===== config.mk =====
export PLATFORM = sky130hd
export DESIGN_NAME = burst_addr_seq
export DESIGN_NICKNAME = d
export VERILOG_FILES = /design/src/rtl/burst_seq_pkg.sv /design/src/rtl/burst_plan.sv /design/src/rtl/burst_step.sv /design/src/rtl/burst_addr_seq.sv
export SDC_FILE = /design/constraint.sdc
export NUM_CORES = 1
export LEC_CHECK = 0
export BUFFER_PORTS_ARGS = -buffer_cell sky130_fd_sc_hd__buf_2
export CAP_MARGIN = 30
export CORE_ASPECT_RATIO = 1.75
export CORE_MARGIN = 2
export CORE_UTILIZATION = 50
export CTS_CLUSTER_DIAMETER = 120
export DETAILED_ROUTE_END_ITERATION = 8
export GPL_ROUTABILITY_DRIVEN = 0
export GPL_TIMING_DRIVEN = 0
export PLACE_DENSITY_LB_ADDON = 0.12
export RECOVER_POWER = 25
export SLEW_MARGIN = 20
export SYNTH_ARGS = -nofsm -noshare
export SYNTH_HDL_FRONTEND = slang
export SYNTH_SLANG_ARGS = --single-unit

===== constraint.sdc =====
create_clock -name clk -period 6.9 [get_ports clk]
set_input_delay 1.38 -clock clk [delete_from_list [all_inputs] [get_ports clk]]
set_output_delay 1.38 -clock clk [all_outputs]
set_load 0.01 [all_outputs]

===== src/rtl/burst_seq_pkg.sv =====
package burst_seq_pkg;

  typedef enum logic [1:0] {
    TR_IDLE   = 2'b00,
    TR_BUSY   = 2'b01,
    TR_NONSEQ = 2'b10,
    TR_SEQ    = 2'b11
  } trans_t;

  localparam logic [2:0] BK_SINGLE = 3'd0;
  localparam logic [2:0] BK_INCR   = 3'd1;
  localparam logic [2:0] BK_WRAP4  = 3'd2;
  localparam logic [2:0] BK_INCR4  = 3'd3;
  localparam logic [2:0] BK_WRAP8  = 3'd4;
  localparam logic [2:0] BK_INCR8  = 3'd5;
  localparam logic [2:0] BK_WRAP16 = 3'd6;
  localparam logic [2:0] BK_INCR16 = 3'd7;

endpackage


===== src/rtl/burst_plan.sv =====
// Decodes a start request: legality, beat count and wrap window mask.
module burst_plan
  import burst_seq_pkg::*;
#(
  parameter int ADDR_W   = 32,
  parameter int LEN_W    = 8,
  parameter int MAX_SIZE = 2,
  parameter int PAGE_LG  = 10,
  parameter int CNT_W    = 8
) (
  input  logic [ADDR_W-1:0] addr_i,
  input  logic [2:0]        burst_i,
  input  logic [2:0]        size_i,
  input  logic [LEN_W-1:0]  len_i,
  output logic              ok_o,
  output logic [CNT_W-1:0]  beats_o,
  output logic [ADDR_W-1:0] wrap_mask_o
);
  localparam int PAGE_W = PAGE_LG + 1;
  localparam int CMP_W  = (CNT_W > PAGE_W) ? CNT_W : PAGE_W;
  localparam logic [PAGE_W-1:0] PAGE_BYTES = PAGE_W'(1) << PAGE_LG;

  logic [4:0]        fixed_beats;
  logic              is_wrap, is_fixed_incr, is_len_incr;
  logic [PAGE_W-1:0] offset, room, room_beats, span;
  logic [ADDR_W-1:0] align_mask;
  logic              misaligned, too_wide, bad_len, over_page;
  logic [CMP_W-1:0]  len_ext, room_ext;

  always_comb begin
    case (burst_i[2:1])
      2'b00:   fixed_beats = 5'd1;
      2'b01:   fixed_beats = 5'd4;
      2'b10:   fixed_beats = 5'd8;
      default: fixed_beats = 5'd16;
    endcase
  end

  assign is_len_incr   = (burst_i == BK_INCR);
  assign is_wrap       = (burst_i[0] == 1'b0) && (burst_i != BK_SINGLE);
  assign is_fixed_incr = burst_i[0] && !is_len_incr;

  assign offset     = {1'b0, addr_i[PAGE_LG-1:0]};
  assign room       = PAGE_BYTES - offset;
  assign room_beats = room >> size_i;
  assign span       = PAGE_W'(fixed_beats) << size_i;

  assign align_mask = ~({ADDR_W{1'b1}} << size_i);
  assign misaligned = (addr_i & align_mask) != '0;
  assign too_wide   = size_i > 3'(MAX_SIZE);
  assign bad_len    = is_len_incr && (len_i == '0);
  assign over_page  = is_fixed_incr && (span > room);

  assign ok_o = !misaligned && !too_wide && !bad_len && !over_page;

  assign len_ext  = CMP_W'(len_i);
  assign room_ext = CMP_W'(room_beats);

  always_comb begin
    if (is_len_incr)
      beats_o = (len_ext < room_ext) ? CNT_W'(len_ext) : CNT_W'(room_ext);
    else
      beats_o = CNT_W'(fixed_beats);
  end

  assign wrap_mask_o = is_wrap ? ADDR_W'(span - PAGE_W'(1)) : {ADDR_W{1'b1}};

endmodule


===== src/rtl/burst_step.sv =====
// Next-beat address: add the stride, keep the bits outside the wrap window.
module burst_step #(
  parameter int ADDR_W = 32
) (
  input  logic [ADDR_W-1:0] addr_i,
  input  logic [2:0]        size_i,
  input  logic [ADDR_W-1:0] wrap_mask_i,
  output logic [ADDR_W-1:0] next_o
);
  logic [ADDR_W-1:0] stride, sum;

  assign stride = ADDR_W'(1) << size_i;
  assign sum    = addr_i + stride;
  assign next_o = (addr_i & ~wrap_mask_i) | (sum & wrap_mask_i);

endmodule


===== src/rtl/burst_addr_seq.sv =====
module burst_addr_seq
  import burst_seq_pkg::*;
#(
  parameter int ADDR_W   = 32,
  parameter int LEN_W    = 8,
  parameter int MAX_SIZE = 2,
  parameter int PAGE_LG  = 10
) (
  input  logic              clk,
  input  logic              rst,
  input  logic              start_i,
  input  logic [ADDR_W-1:0] start_addr_i,
  input  logic [2:0]        burst_i,
  input  logic [2:0]        size_i,
  input  logic [LEN_W-1:0]  incr_len_i,
  input  logic              stall_i,
  input  logic              ready_i,
  output logic [ADDR_W-1:0] haddr_o,
  output logic [1:0]        htrans_o,
  output logic              done_o,
  output logic              err_o
);
  localparam int CNT_W = (LEN_W > 5) ? LEN_W : 5;

  trans_t            tr_q;
  logic [ADDR_W-1:0] haddr_q, wrap_mask_q, step_addr;
  logic [2:0]        size_q;
  logic [CNT_W-1:0]  remaining_q;
  logic              done_q, err_q;

  logic              plan_ok;
  logic [CNT_W-1:0]  plan_beats;
  logic [ADDR_W-1:0] plan_mask;

  burst_plan #(
    .ADDR_W(ADDR_W), .LEN_W(LEN_W), .MAX_SIZE(MAX_SIZE),
    .PAGE_LG(PAGE_LG), .CNT_W(CNT_W)
  ) u_plan (
    .addr_i     (start_addr_i),
    .burst_i    (burst_i),
    .size_i     (size_i),
    .len_i      (incr_len_i),
    .ok_o       (plan_ok),
    .beats_o    (plan_beats),
    .wrap_mask_o(plan_mask)
  );

  burst_step #(.ADDR_W(ADDR_W)) u_step (
    .addr_i     (haddr_q),
    .size_i     (size_q),
    .wrap_mask_i(wrap_mask_q),
    .next_o     (step_addr)
  );

  always_ff @(posedge clk) begin
    if (rst) begin
      tr_q        <= TR_IDLE;
      haddr_q     <= '0;
      wrap_mask_q <= '1;
      size_q      <= '0;
      remaining_q <= '0;
      done_q      <= 1'b0;
      err_q       <= 1'b0;
    end else begin
      done_q <= 1'b0;
      err_q  <= 1'b0;
      case (tr_q)
        TR_IDLE: begin
          if (start_i) begin
            if (plan_ok) begin
              tr_q        <= TR_NONSEQ;
              haddr_q     <= start_addr_i;
              size_q      <= size_i;
              wrap_mask_q <= plan_mask;
              remaining_q <= plan_beats - CNT_W'(1);
            end else begin
              err_q <= 1'b1;
            end
          end
        end
        TR_NONSEQ, TR_SEQ: begin
          if (ready_i) begin
            if (remaining_q == '0) begin
              tr_q   <= TR_IDLE;
              done_q <= 1'b1;
            end else begin
              remaining_q <= remaining_q - CNT_W'(1);
              haddr_q     <= step_addr;
              tr_q        <= stall_i ? TR_BUSY : TR_SEQ;
            end
          end
        end
        default: begin
          if (ready_i && !stall_i) tr_q <= TR_SEQ;
        end
      endcase
    end
  end

  assign haddr_o  = haddr_q;
  assign htrans_o = tr_q;
  assign done_o   = done_q;
  assign err_o    = err_q;

endmodule


==> results.txt <==
net count of the mapped netlist = 815
Final Max Slew Viols = 0
leakage = 0.00244 uW
f_max = 154 MHz
largest net degree at the start of global routing = 11
Post-Route M1 WL = 6850 um
first-pass GRT wire length = 30000 um
WP data arrival = 6710 ps
core area = 10300 um2
metal3 WL = 1130 um
EDFF count, synth = 0
maximum clock path buffer count = 2
layout cell share with drive strength beyond 1 = 0.106
CTS Buf Count = 9
Tmin final = 6500 ps
Clk Latency, worst-skew pair = 330 ps
CTS H-tree lvls = 3
antenna cell count = 0
commonest cells after routing, fill and taps aside = nor2_1 (75), nand2_1 (70), clkbuf_1 (68), dfxtp_1 (59), buf_2 (58)
Critical Path End Type = register
final wirelength = 19400 um
Reg2Reg Depth = 15
vias in the first global route = 6013
Slew @ Worst Pin = 834 ps
Root Buffer = clkbuf_16
final setup fails = 0
post-route cell area = 6130 um2
worst hold path depth = 2
CTS clk-pin slew, worst paths = 50 ps
Final #Nets = 905
CTS Hold Bufs = 0
CP Launch Type = primary input
Synth Flop Type = dfxtp_1
skew final = 4.70 ps
Synth Warn # = 0
setup slack, reg-to-reg = 3100 ps
WHS = 496 ps
grt ovf = 0
CP required = 7110 ps
critical path type = in -> reg
worst flop-to-flop path startpoint = size_q[0]
initial antenna violation count = 0
CP Launch Point = start_addr_i[0]
Final Core Density = 0.595
Hold Fails Final Rpt = 0
postcts setup bufs = 0
crit path max fanout = 9
slew margin rel. = 0.436
DP Area = 5870 um2
Routed Antenna Nets = 0
FP Rows = 49
Hold WC Path Type = reg -> reg
initial drt markers = 466
CTS tree = done
RSZ-0062 raised after global routing = false
largest area contributor in the netlist = dfxtp_1
pre-CTS WS = -29.0 ps
asr flop ratio synth = 0
IR drop worst, VDD = 0.142 mV
Max-Cap Viols = 0
post-DR vias/cell = 6.64
crit path setup slack, layout = 398 ps
Post-Syn Instances = 736
DR DRC count = 0
Avg WL per Cell = 20.3 um
Syn Std Cell Area = 5330 um2
Die Span Y = 141 um
Overall Global Routing Usage = 0.338
Avg Inst Size Synth = 7.24 um2
pwr dens = 178 nW/um2
drt pass-1 iters = 6
die extent in x = 82.0 um
dominant cells by area after synthesis = dfxtp_1 (22%), ha_1 (6.3%), nor2_1 (5.3%)
CTS Sinks = 59
Cell variety after synth = 77
Seq/Total Area, Yosys = 0.222
Yosys reg bits = 59
area share of the largest cell type after synthesis = 0.222
Ports = 87
area delta synth->final = 15.1%
Initial Utilization = 0.517
post-CTS sizing = 0
top sig layer = met4
most common cell after layout, fill and taps aside = nor2_1
quantity of I/O buffers inserted on ports = 78
vias = 6364
Final period util = 0.942
dpl hpwl = 15100 um
status = finished clean
met2 wire length = 9960 um
die area = 11500 um2
-- cell families (layout without fill, tap and decap cells) --
group	count (synthesis)	in the layout	synth area share
buffers and inverters	81	176	0.0616
flip-flops	59	59	0.222
AO/OA/AOI/OAI	232	232	0.306
multiplexers	11	11	0.0237
XOR/XNOR	20	20	0.0329
AND/OR/NAND/NOR	304	304	0.285
adder cells (fa/ha/maj)	29	29	0.0691
-- worst max-delay path by stage --
stage | end | slack [ps] | cells after the start
6_report | remaining_q[6] | 400 | 22
3_3_place_gp | remaining_q[6] | 100 | 22
4_1_cts | remaining_q[6] | 270 | 22
3_5_place_dp | remaining_q[6] | -30 | 22
5_1_grt | remaining_q[6] | 70 | 22
2_1_floorplan | remaining_q[6] | 890 | 20
-- layout make-up --
cell class	instances	area [um2]
Fill cell	1027	4170
Multi-Input combinational cell	596	3820
Sequential cell	59	1180
Timing Repair Buffer	79	368
Clock buffer	14	264
Buffer	54	226
Tap cell	127	159
Inverter	27	101
Clock inverter	2	10.0
-- synth_stat cells (7+ instances only) --
master / n
nor2_1: 75
nand2_1: 70
dfxtp_1: 59
a21oi_1: 49
clkbuf_1: 43
o21ai_0: 43
nand3_1: 32
nor3_1: 28
ha_1: 27
inv_1: 26
a211oi_1: 17
nor4_1: 15
xnor2_1: 15
and3_1: 13
nand4_1: 12
nor2b_1: 11
a21o_1: 10
o211ai_1: 10
a221oi_1: 9
nand2b_1: 9
o22ai_1: 9
and2_1: 8
a2111oi_0: 7
a31oi_1: 7
buf_1: 7
mux2i_1: 7
or3_1: 7
-- where the power goes --
| part | total, uW | switching (uW) | leakage (uW) | internal [uW] |
|---|---|---|---|---|
| combinational | 302 | 190 | 0.00182 | 113 |
| sequential | 382 | 21.1 | 0.000481 | 361 |
| clock | 408 | 147 | 0.000137 | 261 |
-- critical path: stages --
cell      delay (ps)
buf_2            170
inv_1             70
ha_1             220
nor3b_2          410
xnor2_1          260
inv_1            170
a211oi_1         490
a31oi_1          260
or2_2            350
ha_1             290
nand3_1          100
a211o_1          300
o211a_1          170
or3_1            390
o21ba_1          240
buf_6            140
mux2_1           360
o21a_1           210
ha_1             230
nand4_1          110
nor4_1            60
a311o_1          300
-- per-stage QoR --
| step | cells | power, uW | TNS, ps |
|---|---|---|---|
| after floorplan | 736 | 584 | 0 |
| after global placement | 941 | 675 | 0 |
| after detailed placement | 941 | 684 | -29.0 |
| after CTS | 957 | 1090 | 0 |
| after global routing | 958 | 1140 | 0 |
| final | 958 | 1090 | 0 |
-- per-layer routing --
layer  up-vias  global-route usage
met1      2963               0.344
met2       329               0.611
met3       108              0.0470
met4         0               0.225
li1       2964                   -
met5         -                   0
Power figures use the tool's default switching activity.
